## config.mk

```make
export PLATFORM = sky130hd
export DESIGN_NAME = bph_ctrl
export DESIGN_NICKNAME = d
export VERILOG_FILES = /design/src/rtl/bph_pkg.sv /design/src/rtl/bph_enable_bank.sv /design/src/rtl/bph_match.sv /design/src/rtl/bph_timer.sv /design/src/rtl/bph_seq.sv /design/src/rtl/bph_ctrl.sv
export SDC_FILE = /design/constraint.sdc
export NUM_CORES = 1
export LEC_CHECK = 0
export BUFFER_PORTS_ARGS = -buffer_cell sky130_fd_sc_hd__buf_2
export CAP_MARGIN = 10
export CORE_MARGIN = 2
export CORE_UTILIZATION = 48
export CTS_BUF_LIST = sky130_fd_sc_hd__clkbuf_8
export CTS_CLUSTER_SIZE = 16
export DETAILED_ROUTE_END_ITERATION = 10
export PLACE_DENSITY = 0.77
export SLEW_MARGIN = 10
export SYNTH_ARGS = -nofsm -noshare
export SYNTH_HDL_FRONTEND = slang
export SYNTH_SLANG_ARGS = --single-unit
```

## constraint.sdc

```tcl
create_clock -name clk -period 2.31 [get_ports clk]
set_input_delay 0.462 -clock clk [delete_from_list [all_inputs] [get_ports clk]]
set_output_delay 0.462 -clock clk [all_outputs]
set_load 0.005 [all_outputs]
```

## src/rtl/bph_pkg.sv

```systemverilog
package bph_pkg;

  typedef enum logic [0:0] {
    ST_IDLE = 1'b0,
    ST_WAIT = 1'b1
  } bph_state_e;

  typedef enum logic [0:0] {
    OP_DROP  = 1'b0,
    OP_RAISE = 1'b1
  } bph_op_e;

endpackage

```

## src/rtl/bph_enable_bank.sv

```systemverilog
module bph_enable_bank #(
  parameter int WIDTH = 32
) (
  input  logic             clk,
  input  logic             rst_n,
  input  logic             upd,
  input  logic             op_raise,
  input  logic [WIDTH-1:0] mask,
  output logic [WIDTH-1:0] en_q
);

  logic [WIDTH-1:0] en_d;

  // per-bit next value: masked bits take the direction, others hold
  for (genvar b = 0; b < WIDTH; b++) begin : g_bit
    assign en_d[b] = (upd && mask[b]) ? op_raise : en_q[b];
  end

  always_ff @(posedge clk or negedge rst_n) begin
    if (!rst_n) begin
      en_q <= '0;
    end else if (upd) begin
      en_q <= en_d;
    end
  end

endmodule

```

## src/rtl/bph_match.sv

```systemverilog
module bph_match #(
  parameter int WIDTH = 32
) (
  input  logic [WIDTH-1:0] ack,
  input  logic [WIDTH-1:0] mask,
  input  logic             op_raise,
  output logic             hit
);

  logic [WIDTH-1:0] bit_ok;

  // an unmasked bit always agrees; a masked bit must equal the direction
  for (genvar b = 0; b < WIDTH; b++) begin : g_cmp
    assign bit_ok[b] = ~mask[b] | (ack[b] == op_raise);
  end

  assign hit = &bit_ok;

endmodule

```

## src/rtl/bph_timer.sv

```systemverilog
module bph_timer #(
  parameter int TIMEOUT_CYC = 1024
) (
  input  logic clk,
  input  logic rst_n,
  input  logic clr,
  input  logic run,
  output logic last
);

  localparam int CW = (TIMEOUT_CYC > 1) ? $clog2(TIMEOUT_CYC) : 1;
  localparam logic [CW-1:0] LAST_VAL = CW'(TIMEOUT_CYC - 1);

  logic [CW-1:0] cnt_q;
  logic [CW-1:0] cnt_d;
  logic          cnt_en;

  always_comb begin
    cnt_en = clr | run;
    cnt_d  = clr ? '0 : cnt_q + CW'(1);
  end

  always_ff @(posedge clk or negedge rst_n) begin
    if (!rst_n) begin
      cnt_q <= '0;
    end else if (cnt_en) begin
      cnt_q <= cnt_d;
    end
  end

  assign last = (cnt_q == LAST_VAL);

endmodule

```

## src/rtl/bph_seq.sv

```systemverilog
module bph_seq
  import bph_pkg::*;
#(
  parameter int WIDTH = 32
) (
  input  logic             clk,
  input  logic             rst_n,
  input  logic             req_valid,
  input  logic             req_set,
  input  logic [WIDTH-1:0] req_mask,
  input  logic             hit,
  input  logic             tmr_last,
  output logic             idle,
  output logic             accept,
  output logic             tmr_clr,
  output logic             tmr_run,
  output logic             op_raise_q,
  output logic [WIDTH-1:0] mask_q,
  output logic             done_q,
  output logic             err_q
);

  bph_state_e state_q, state_d;
  logic       done_d, err_d;

  assign idle   = (state_q == ST_IDLE);
  assign accept = idle & req_valid;

  always_comb begin
    state_d = state_q;
    done_d  = 1'b0;
    err_d   = 1'b0;
    tmr_clr = 1'b0;
    tmr_run = 1'b0;
    unique case (state_q)
      ST_IDLE: begin
        if (req_valid) begin
          state_d = ST_WAIT;
          tmr_clr = 1'b1;
        end
      end
      ST_WAIT: begin
        if (hit) begin
          state_d = ST_IDLE;
          done_d  = 1'b1;
        end else if (tmr_last) begin
          state_d = ST_IDLE;
          done_d  = 1'b1;
          err_d   = 1'b1;
        end else begin
          tmr_run = 1'b1;
        end
      end
      default: state_d = ST_IDLE;
    endcase
  end

  always_ff @(posedge clk or negedge rst_n) begin
    if (!rst_n) begin
      state_q <= ST_IDLE;
      done_q  <= 1'b0;
      err_q   <= 1'b0;
    end else begin
      state_q <= state_d;
      done_q  <= done_d;
      err_q   <= err_d;
    end
  end

  always_ff @(posedge clk or negedge rst_n) begin
    if (!rst_n) begin
      op_raise_q <= 1'b0;
      mask_q     <= '0;
    end else if (accept) begin
      op_raise_q <= req_set;
      mask_q     <= req_mask;
    end
  end

endmodule

```

## src/rtl/bph_ctrl.sv

```systemverilog
module bph_ctrl #(
  parameter int WIDTH       = 32,
  parameter int TIMEOUT_CYC = 1024
) (
  input  logic             clk,
  input  logic             rst_n,
  input  logic             req_valid,
  output logic             req_ready,
  input  logic             req_set,
  input  logic [WIDTH-1:0] req_mask,
  input  logic [WIDTH-1:0] fence_ack,
  output logic [WIDTH-1:0] fence_en,
  output logic             rsp_done,
  output logic             rsp_err
);

  logic             rst_meta_q, rst_sync_n;
  logic             idle, accept, hit, tmr_last, tmr_clr, tmr_run;
  logic             op_raise_q;
  logic [WIDTH-1:0] mask_q;

  // asynchronous assertion, synchronous release
  always_ff @(posedge clk or negedge rst_n) begin
    if (!rst_n) begin
      rst_meta_q <= 1'b0;
      rst_sync_n <= 1'b0;
    end else begin
      rst_meta_q <= 1'b1;
      rst_sync_n <= rst_meta_q;
    end
  end

  bph_seq #(.WIDTH(WIDTH)) u_seq (
    .clk        (clk),
    .rst_n      (rst_sync_n),
    .req_valid  (req_valid),
    .req_set    (req_set),
    .req_mask   (req_mask),
    .hit        (hit),
    .tmr_last   (tmr_last),
    .idle       (idle),
    .accept     (accept),
    .tmr_clr    (tmr_clr),
    .tmr_run    (tmr_run),
    .op_raise_q (op_raise_q),
    .mask_q     (mask_q),
    .done_q     (rsp_done),
    .err_q      (rsp_err)
  );

  bph_enable_bank #(.WIDTH(WIDTH)) u_bank (
    .clk      (clk),
    .rst_n    (rst_sync_n),
    .upd      (accept),
    .op_raise (req_set),
    .mask     (req_mask),
    .en_q     (fence_en)
  );

  bph_match #(.WIDTH(WIDTH)) u_match (
    .ack      (fence_ack),
    .mask     (mask_q),
    .op_raise (op_raise_q),
    .hit      (hit)
  );

  bph_timer #(.TIMEOUT_CYC(TIMEOUT_CYC)) u_timer (
    .clk   (clk),
    .rst_n (rst_sync_n),
    .clr   (tmr_clr),
    .run   (tmr_run),
    .last  (tmr_last)
  );

  assign req_ready = idle;

endmodule

```

==> impl_metrics.yaml, run 1 <==
placed_design:
  dp_hpwl_mm: 5.921
  post-place-ws_ps: -16.46
  placed_cells_incl_taps: 531
  portBuffers: 102
  gp_congestion: 0.8609
clocking:
  cts-root-buf: "clkbuf_8"
  clock_latency_ps: 350
  clk_pin_slew_ps: 90
  cts_buffers: 9
  cts_num_sinks: 80
  clock_tree.buffer_depth: 2
  cts_tree: "done"
  htreeDepth: 3
grt:
  gr-usage-met1_pct: 27.45
  grt_util_all_layers_pct: 21.09
  use_met2_pct: 34.53
  grt_busiest_layer: "met2"
  antenna_found_initial: 0
  met3_usage_pct: 5.532
  grt_pass1_vias: 2928
  grt_pass1_wl_mm: 13.69
  gr-total-overflow: 0
  grt_max_degree: 46
floorplanning:
  die_h_um: 89.98
  fp-row-count: 31
  die_area_um2: 8096
  io_pins: 103
  start_util_pct: 49.18
  die_width_um: 89.98
  coreArea_um2: 7214
yosys:
  syn-cell-area_um2: 3548
  synthArstFlopShare_pct: 100.0
  postSynthCellCount: 337
  seq_area_frac_synth_pct: 56.42
  ys_seq_elements: 80
  synth_ff_type: "dfrtp_1"
  synth_edf_count: 0
  yosys-top-cells-area: "dfrtp_1, mux2_2, nand2_1"
  yosysTopAreaCell: "dfrtp_1"
  yosysTopAreaCellShare_pct: 56.42
  ys_warn_count: 0
  ys_types: 35
  syn_area_per_cell_um2: 10.53
  synth_fp_nets: 406
critical_path:
  cp_data_required_time_ps: 2590
  max_stage_delay_ps: 480
  worstPathArrival_ps: 2340
  crit_chain: "a22o_1 -> a221oi_2 -> nand4_1 -> or4_4 -> nand4_4 -> or2b_1 -> mux2i_1"
  crit_type: "flop to flop"
  crit_path_max_fanout: 7
  cp_slowest_cell: "or4_4"
  worst_setup_path_end_kind: "flop"
  start_kind: "flop"
sta:
  fmax_ghz: 0.4855
  hold_violations: 0
  worstMarginPinSlew_ps: 564.2
  final_min_period_over_clock_period_pct: 89.17
  slew-limit-headroom_pct: 62.39
  layout_min_cycle_time_ps: 2060
  maxSlewViolCount: 0
  setup_ws_ps: 250.3
  rsz0062_at_grt: "false"
  skew_ps: 11.33
  hold_slack_ps: 285.4
  setup_violations: 0
power_and_ir_drop:
  leakage_nw: 2.254
  p_sw_w: 0.001650
  seqPwrFrac_pct: 49.2
  p_per_area_nw_per_um2: 1119
  ir_drop_uv: 616.3
  pwr-share-clk_pct: 21.2
  internal_power_w: 0.003307
  switching_share_pct: 33.29
  pwr-share-comb_pct: 29.6
layout:
  fin_cells: 550
  final_cell_mix: "buf_2, nand2_1, dfrtp_1, mux2_2, inv_1"
  drive_gt1_share_pct: 37.25
  layout_commonest_cell: "buf_2"
  num_antenna_cells: 0
  nFillCells: 622
  nets: 515
  syn_to_final_growth_pct: 24.79
drt:
  ant_nets: 0
  via_per_inst: 5.107
  wl_per_cell_um: 14.81
  drt_wl_total_mm: 8.143
  via_count: 2809
  post-route-drc-count: 0
  drt_iter0_drc: 166
  first_pass_iters: 4
min_path:
  hold_path.class: "flop to asynchronous set/reset pin"
status:
  status: "finished clean"
run:
  drv_cap: 0
-- sequential cells by signal, indices dropped and copies added (netlist names) --
name	flops
u_bank.en_q	32
u_seq.mask_q	32
u_timer.cnt_q	10
rst_meta_q	1
rst_sync_n	1
u_seq.done_q	1
u_seq.err_q	1
u_seq.op_raise_q	1
u_seq.state_q	1
-- cell usage after synthesis, drive strengths merged (5+ instances only) --
| library cell | instances |
|---|---|
| dfrtp | 80 |
| o22ai | 8 |
| o21ai | 12 |
| nand2 | 94 |
| inv | 25 |
| clkbuf | 11 |
| a22oi | 8 |
| mux2i | 7 |
| nand3 | 5 |
| mux2 | 32 |
| nand4 | 8 |
| nand2b | 12 |
-- critical path, delay by kind of cell (launching register included) --
kind / cells / cell delay, ps
muxes: 1 / 190
AOI/OAI and AO/OA: 2 / 450
DFF: 1 / 410
and+or+nand+nor: 4 / 920
-- path summary, 6_finish.rpt --
check                                                 start                      endpoint  slack [ps]  cells after the start
worst max-delay path            u_seq.mask_q[1]$_DFFE_PN0P_  u_timer.cnt_q[3]$_DFFE_PN0P_         250                      7
worst min-delay path                   rst_sync_n$_DFF_PN0_   u_bank.en_q[16]$_DFFE_PN0P_         290                      0
worst max register to register  u_seq.mask_q[1]$_DFFE_PN0P_  u_timer.cnt_q[3]$_DFFE_PN0P_         250                      7
worst min register to register         rst_sync_n$_DFF_PN0_   u_bank.en_q[16]$_DFFE_PN0P_         290                      0
max in group asynchronous              rst_sync_n$_DFF_PN0_    u_bank.en_q[7]$_DFFE_PN0P_        1420                      1
min in group clk                               req_mask[22]  u_seq.mask_q[22]$_DFFE_PN0P_         320                      3
-- power groups by stage --
stage               clock network [W]  registers, W  logic, W
finish                        0.00105       0.00244   0.00147
global route                  0.00113       0.00252   0.00166
CTS                           0.00107       0.00244   0.00148
detailed placement                  0       0.00245   0.00148
global placement                    0       0.00242   0.00141
floorplan                           0       0.00240  0.000890
-- cell families (layout without fill, tap and decap cells) --
family	count (synthesis)	count (layout)	share of synthesized area, %
fa+ha+maj	1	1	0.3526
other cells	1	1	0.1057
mux	39	39	12.13
compound gates	43	43	9.133
simple gates	135	135	17.49
flops	80	80	56.42
xor+xnor	1	1	0.2469
buf+inv	37	151	4.126
-- metal layers --
metal	routed length [um]	up-vias
li1	-	1359
met1	3565	1360
met2	4005	78
met3	447	12
met4	124	0
met5	0	-
-- final cells by class --
cell class	instances	area, um2	area share, %
Clock buffer	9	123.9	2.797
Sequential cell	80	2006	45.30
Timing Repair Buffer	110	598.1	13.51
Inverter	25	93.84	2.119
Clock inverter	7	76.32	1.724
Tap cell	99	123.9	2.797
Multi-Input combinational cell	220	1406	31.76
-- through the flow --
| stage | setup TNS [ps] | power (W) | utilization, % | area (um2) |
|---|---|---|---|---|
| detailed placement | -16.46 | 0.003932 | 58.20 | 4199 |
| global placement | 0 | 0.003831 | 58.20 | 4199 |
| floorplan | 0 | 0.003289 | - | 3550 |
| finish | 0 | 0.004957 | 61.38 | 4428 |
| CTS | 0 | 0.004992 | 61.12 | 4409 |
| global route | 0 | 0.005309 | 61.38 | 4428 |
-- what timing repair did --
| action | 4_1_cts | 5_1_grt |
|---|---|---|
| setup endpoints to repair | 0 | 2 |
| endpoints found under the hold margin | 2 | 0 |
| buffers inserted | 0 | 2 |
| resized for setup | 0 | 1 |
| hold buffers | 1 | 0 |
No activity file was read; power rests on OpenSTA's default activity.
==> run 2: changes to the inputs <==
--- a/config.mk
+++ b/config.mk
@@ -5,10 +5,11 @@
 export SDC_FILE = /design/constraint.sdc
 export NUM_CORES = 1
 export LEC_CHECK = 0
+export ABC_AREA = 1
 export BUFFER_PORTS_ARGS = -buffer_cell sky130_fd_sc_hd__buf_2
 export CAP_MARGIN = 10
 export CORE_MARGIN = 2
-export CORE_UTILIZATION = 48
+export CORE_UTILIZATION = 49
 export CTS_BUF_LIST = sky130_fd_sc_hd__clkbuf_8
 export CTS_CLUSTER_SIZE = 16
 export DETAILED_ROUTE_END_ITERATION = 10
==> run 2 against run 1 <==
  * Synthesized area is 6.9% higher
  * Worst setup slack better by 53 ps
  * Largest power group unchanged
  * Critical path depth up 4
  * Combinational power grew 27%
  * Sequential power down 2%
  * Sequential share of layout area fell by 1.5 points
  * Via count is 23% higher
  * Utilization is 1.1 points lower
  * Sequential cell count did not move
==> impl_metrics.yaml, run 2 <==
status:
  status: "finished clean"
run:
  drv_cap: 0
drt:
  drt_wl_total_mm: 8.777
  via_count: 3446
  drt_iter0_drc: 166
  ant_nets: 0
  first_pass_iters: 4
  via_per_inst: 4.881
  post-route-drc-count: 0
  wl_per_cell_um: 12.43
layout:
  final_cell_mix: "nand2_1, buf_2, dfrtp_1, inv_1, nand3_1"
  multi_input_area_um2: 1503
  syn_to_final_growth_pct: 20.81
  seqCellArea_um2: 2006
  drive_gt1_share_pct: 21.69
  fin_cells: 706
  nets: 668
  layout_commonest_cell: "nand2_1"
  top_regs: "u_bank.en_q: 32 flops, u_seq.mask_q: 32 flops, u_timer.cnt_q: 10 flops"
  nFillCells: 742
  num_antenna_cells: 0
yosys:
  synthArstFlopShare_pct: 100.0
  synth_edf_count: 0
  ys_types: 22
  syn_area_per_cell_um2: 7.664
  ys_seq_elements: 80
  synth_ff_type: "dfrtp_1"
  yosys-top-cells-area: "dfrtp_1, nand2_1, nand3_1"
  syn-cell-area_um2: 3794
  yosys-top-cells-count: "nand2_1, dfrtp_1, inv_1, nand3_1, o21ai_0"
  yosysMostFrequentCell: "nand2_1"
  seq_area_frac_synth_pct: 52.77
  ys_warn_count: 0
  synth_fp_nets: 564
  postSynthCellCount: 495
  yosysTopAreaCell: "dfrtp_1"
  yosysTopAreaCellShare_pct: 52.77
grt:
  grt_max_degree: 42
  grt_pass1_wl_mm: 15.28
  grt_pass1_vias: 3481
  grt_util_all_layers_pct: 22.52
  gr-total-overflow: 0
  antenna_found_initial: 0
critical_path:
  crit_chain: "clkinv_2 -> nand2_1 -> nand3_1 -> nand2_1 -> nor2_1 -> nand2_1 -> nor2_1 -> nand2_2 -> nand3_2 -> nand3_1 -> nand2_1"
  crit_type: "flop to flop"
  worstReg2RegStart: "u_seq.op_raise_q$_DFFE_PN0P_"
  cp_slowest_cell: "dfrtp_1"
  start_kind: "flop"
  worst_setup_path_end_kind: "flop"
  crit_path_max_fanout: 28
  r2r-end: "u_timer.cnt_q[4]$_DFFE_PN0P_"
  r2r_setup_slack_ps: 300
  worstPathArrival_ps: 2240
  reg2reg_depth: 11
  max_stage_delay_ps: 390
  cp_data_required_time_ps: 2550
  crit_top_cell: "nand2_1"
sta:
  layout_min_cycle_time_ps: 2007
  skew_ps: 13.44
  rsz0062_at_grt: "false"
  hold_slack_ps: 309.5
  setup_ws_ps: 303.2
  slew-limit-headroom_pct: 66.20
  maxSlewViolCount: 0
  setup_violations: 0
  fmax_ghz: 0.4983
  final_min_period_over_clock_period_pct: 86.88
  timing.setup.tns_ps: 0
  hold_violations: 0
  worstMarginPinSlew_ps: 507.0
clocking:
  cts_tree: "done"
  clock_latency_ps: 360
  clock_tree.buffer_depth: 2
  clk_pin_slew_ps: 90
  cts_num_sinks: 80
  cts_buffers: 9
  htreeDepth: 3
  post_cts_buffers: 0
  cts-root-buf: "clkbuf_8"
floorplanning:
  coreArea_um2: 7607
  io_pins: 103
  die_area_um2: 8462
  fp-row-count: 32
  start_util_pct: 49.87
  die_width_um: 91.99
  die_h_um: 91.99
placed_design:
  post-place-ws_ps: 195.7
  portBuffers: 102
  gp_congestion: 0.7660
  placed_cells_incl_taps: 689
  dp_hpwl_mm: 6.445
power_and_ir_drop:
  leakage_nw: 2.663
  p_per_area_nw_per_um2: 1122
  ir_drop_uv: 516.0
  p_total_w: 0.005141
min_path:
  hold_path.class: "flop to asynchronous set/reset pin"
[run 2: worst max-delay path by stage]
stage / from / to / slack [ps] / depth (start not counted)
after detailed placement: u_seq.op_raise_q$_DFFE_PN0P_ / u_timer.cnt_q[0]$_DFFE_PN0P_ / 200 / 11
after CTS: u_seq.op_raise_q$_DFFE_PN0P_ / u_timer.cnt_q[4]$_DFFE_PN0P_ / 170 / 11
after floorplan: u_seq.op_raise_q$_DFFE_PN0P_ / u_timer.cnt_q[7]$_DFFE_PN0P_ / 760 / 12
final: u_seq.op_raise_q$_DFFE_PN0P_ / u_timer.cnt_q[4]$_DFFE_PN0P_ / 300 / 11
after global placement: u_seq.op_raise_q$_DFFE_PN0P_ / u_timer.cnt_q[5]$_DFFE_PN0P_ / 270 / 11
after global routing: u_seq.op_raise_q$_DFFE_PN0P_ / u_timer.cnt_q[7]$_DFFE_PN0P_ / 100 / 11
[run 2: area by class of cell]
class,count,share of cell area (%)
clock buffers,9,2.703
clock inverters,7,0.9009
inverters,46,3.795
multi-input cells,349,32.79
flip-flops and latches,80,43.76
well taps,102,2.785
repair buffers,113,13.27
[run 2: timing repair]
action,in CTS,in global routing
resized for setup,0,2
endpoints found under the setup margin,0,11
hold buffers,1,0
hold endpoints to repair,2,0
[run 2: per-stage QoR]
| step | area [um2] | util [%] |
|---|---|---|
| after floorplan | 3795 | - |
| after global placement | 4404 | 57.89 |
| after detailed placement | 4404 | 57.89 |
| after CTS | 4579 | 60.20 |
| after global routing | 4583 | 60.25 |
| final | 4583 | 60.25 |
[run 2: power by group]
part           total [W]  internal, W  switching [W]  leakage [nW]
sequential       0.00238      0.00199       0.000389          1.00
combinational    0.00187     0.000807        0.00106          1.57
clock           0.000896     0.000382       0.000514        0.0880
[run 2: worst max-delay path, delay by kind of cell (launching register included)]
kind	cells	cell delay [ps]
buffers and inverters	1	320
DFF	1	390
and+or+nand+nor	10	1180
[run 2: cells by family (layout without fill, tap and decap cells)]
logic type | after synthesis | in the layout | synth area share [%]
AO/OA/AOI/OAI | 41 | 41 | 5.409
XOR/XNOR | 6 | 6 | 1.385
adder cells (fa/ha/maj) | 1 | 1 | 0.3298
buffers and inverters | 66 | 175 | 7.684
flip-flops | 80 | 80 | 52.77
other | 1 | 1 | 0.09885
AND/OR/NAND/NOR | 300 | 300 | 32.32
[run 2: routing by layer]
metal,GRT usage (%),vias up,share of wire (%)
met3,4.930,15,5.8
met4,8.458,0,2.1
met2,38.17,82,49
li1,-,1751,-
met5,0,-,0
met1,28.33,1598,43
==> run 3: changes to the inputs <==
--- a/config.mk
+++ b/config.mk
@@ -5,11 +5,11 @@
 export SDC_FILE = /design/constraint.sdc
 export NUM_CORES = 1
 export LEC_CHECK = 0
-export ABC_AREA = 1
 export BUFFER_PORTS_ARGS = -buffer_cell sky130_fd_sc_hd__buf_2
 export CAP_MARGIN = 10
+export CORE_ASPECT_RATIO = 0.5
 export CORE_MARGIN = 2
-export CORE_UTILIZATION = 49
+export CORE_UTILIZATION = 48
 export CTS_BUF_LIST = sky130_fd_sc_hd__clkbuf_8
 export CTS_CLUSTER_SIZE = 16
 export DETAILED_ROUTE_END_ITERATION = 10
==> run 3 against run 2 <==
  * Sequential power up 3%
  * Design area down 2.6%
  * Global-route usage fell by 1.2 points
  * Maximum frequency is 5.5% lower
  * Via count decreased by 20%
  * Clock power increased by 51%
  * Combinational power shrank 22%
  * Hold slack got worse by 27 ps
  * Routed wire length shrank 10%
  * Count of clock-buffer cells in the layout is 1 higher
  * Register-to-register slack worse by 120 ps
==> impl_metrics.yaml, run 3 (synthesized netlist as in run 1, its figures left out) <==
layout:
  nets: 513
  drive_gt1_share_pct: 36.97
  fin_cells: 545
  top_regs: "u_bank.en_q: 32 flops, u_seq.mask_q: 32 flops, u_timer.cnt_q: 10 flops"
  syn_to_final_growth_pct: 25.81
  final_cell_mix: "buf_2, nand2_1, dfrtp_1, mux2_2, inv_1"
  layout_commonest_cell: "buf_2"
  num_antenna_cells: 0
power_and_ir_drop:
  leakage_nw: 2.283
  p_per_area_nw_per_um2: 1174
  ir_drop_uv: 509.5
clocking:
  clk_pin_slew_ps: 80
  htreeDepth: 3
  clock_latency_ps: 360
  cts_buffers: 9
  post_cts_buffers: 0
  cts-root-buf: "clkbuf_8"
  clock_tree.buffer_depth: 2
  cts_tree: "done"
  cts_num_sinks: 80
sta:
  layout_min_cycle_time_ps: 2124
  setup_violations: 0
  fmax_ghz: 0.4709
  hold_slack_ps: 282.2
  worstMarginPinSlew_ps: 581.2
  hold_violations: 0
  slew-limit-headroom_pct: 61.25
  setup_ws_ps: 186.2
  rsz0062_at_grt: "false"
  skew_ps: 8.022
  maxSlewViolCount: 0
  final_min_period_over_clock_period_pct: 91.94
floorplanning:
  die_h_um: 64.80
  fp-row-count: 22
  io_pins: 103
  start_util_pct: 49.01
  coreArea_um2: 7239
  die_width_um: 125.6
  die_area_um2: 8138
drt:
  post-route-drc-count: 0
  drt_wl_total_mm: 7.903
  first_pass_iters: 4
  wl_per_cell_um: 14.50
  ant_nets: 0
  via_per_inst: 5.090
  via_count: 2774
  drt_iter0_drc: 168
critical_path:
  crit_type: "flop to flop"
  cp_top_family: "simple AND/OR/NAND/NOR gates"
  cp_slowest_cell: "dfrtp_1"
  worst_setup_path_end_kind: "flop"
  crit_chain: "nand2b_1 -> o2111ai_1 -> nor4_1 -> nand4_1 -> nand4_4 -> or2b_1 -> mux2i_1"
  crit_path_max_fanout: 7
  start_kind: "flop"
  worstPathArrival_ps: 2410
  cp_data_required_time_ps: 2600
  critPathBufInv: 0
  max_stage_delay_ps: 420
grt:
  grt_pass1_wl_mm: 13.27
  gr-total-overflow: 0
  antenna_found_initial: 0
  grt_pass1_vias: 2746
  grt_util_all_layers_pct: 21.32
  grt_max_degree: 34
run:
  drv_cap: 0
min_path:
  hold_path.class: "flop to asynchronous set/reset pin"
placed_design:
  portBuffers: 102
  placed_cells_incl_taps: 528
  dp_hpwl_mm: 5.754
  gp_congestion: 0.8367
  post-place-ws_ps: -40.99
status:
  status: "finished clean"
run 3: cell type report:
class,instances,area (um2)
fillers,625,2775
flip-flops and latches,80,2006
multi-input cells,220,1406
repair buffers,108,570.5
clock buffers,10,137.6
clock inverters,6,130.1
well taps,96,120.1
inverters,25,93.84
run 3: power by group:
| group | total, W | internal, W | leakage [nW] | switching [W] |
|---|---|---|---|---|
| Combinational | 0.00145 | 0.000791 | 1.16 | 0.000661 |
| Clock | 0.00135 | 0.000852 | 0.136 | 0.000500 |
| Sequential | 0.00244 | 0.00201 | 0.987 | 0.000433 |
| Total | 0.00524 | 0.00365 | 2.28 | 0.00159 |
run 3: timing repair:
| item | 4_1_cts | 5_1_grt |
|---|---|---|
| endpoints found under the hold margin | 2 | 0 |
| setup endpoints to repair | 0 | 2 |
| hold buffers | 1 | 0 |
| resized for setup | 0 | 1 |
run 3: stage by stage:
| stage | utilization [%] | setup TNS (ps) | total power [W] | cell area (um2) |
|---|---|---|---|---|
| 6_report | 61.67 | 0 | 0.005243 | 4464 |
| 4_1_cts | 61.61 | 0 | 0.005292 | 4461 |
| 3_5_place_dp | 57.78 | -65.73 | 0.003927 | 4183 |
| 3_3_place_gp | 57.78 | 0 | 0.003846 | 4183 |
| 2_1_floorplan | - | 0 | 0.003289 | 3550 |
| 5_1_grt | 61.67 | 0 | 0.005630 | 4464 |
run 3: worst reg2reg max path, stage by stage (launching register included):
cell and delay (ps):
dfrtp_1 420, nand2b_1 90, o2111ai_1 150, nor4_1 360
nand4_1 390, nand4_4 300, or2b_1 140, mux2i_1 180
run 3: metal layers:
metal	part of all wire (%)	GRT usage, %	up-vias
met3	3.4	6.524	10
met2	49	34.66	37
met1	47	27.78	1363
met5	0	0	-
li1	-	-	1364
met4	1.2	6.667	0
run 3: worst paths after layout:
check	startpoint	end	slack [ps]	cells after the start
worst max-delay path	u_seq.mask_q[3]$_DFFE_PN0P_	u_timer.cnt_q[3]$_DFFE_PN0P_	190	7
worst min-delay path	rst_sync_n$_DFF_PN0_	u_bank.en_q[5]$_DFFE_PN0P_	280	0
worst max register to register	u_seq.mask_q[3]$_DFFE_PN0P_	u_timer.cnt_q[3]$_DFFE_PN0P_	190	7
worst min register to register	rst_sync_n$_DFF_PN0_	u_bank.en_q[5]$_DFFE_PN0P_	280	0
max in group asynchronous	rst_sync_n$_DFF_PN0_	u_seq.mask_q[21]$_DFFE_PN0P_	1420	1
min in group clk	req_mask[12]	u_seq.mask_q[12]$_DFFE_PN0P_	310	3
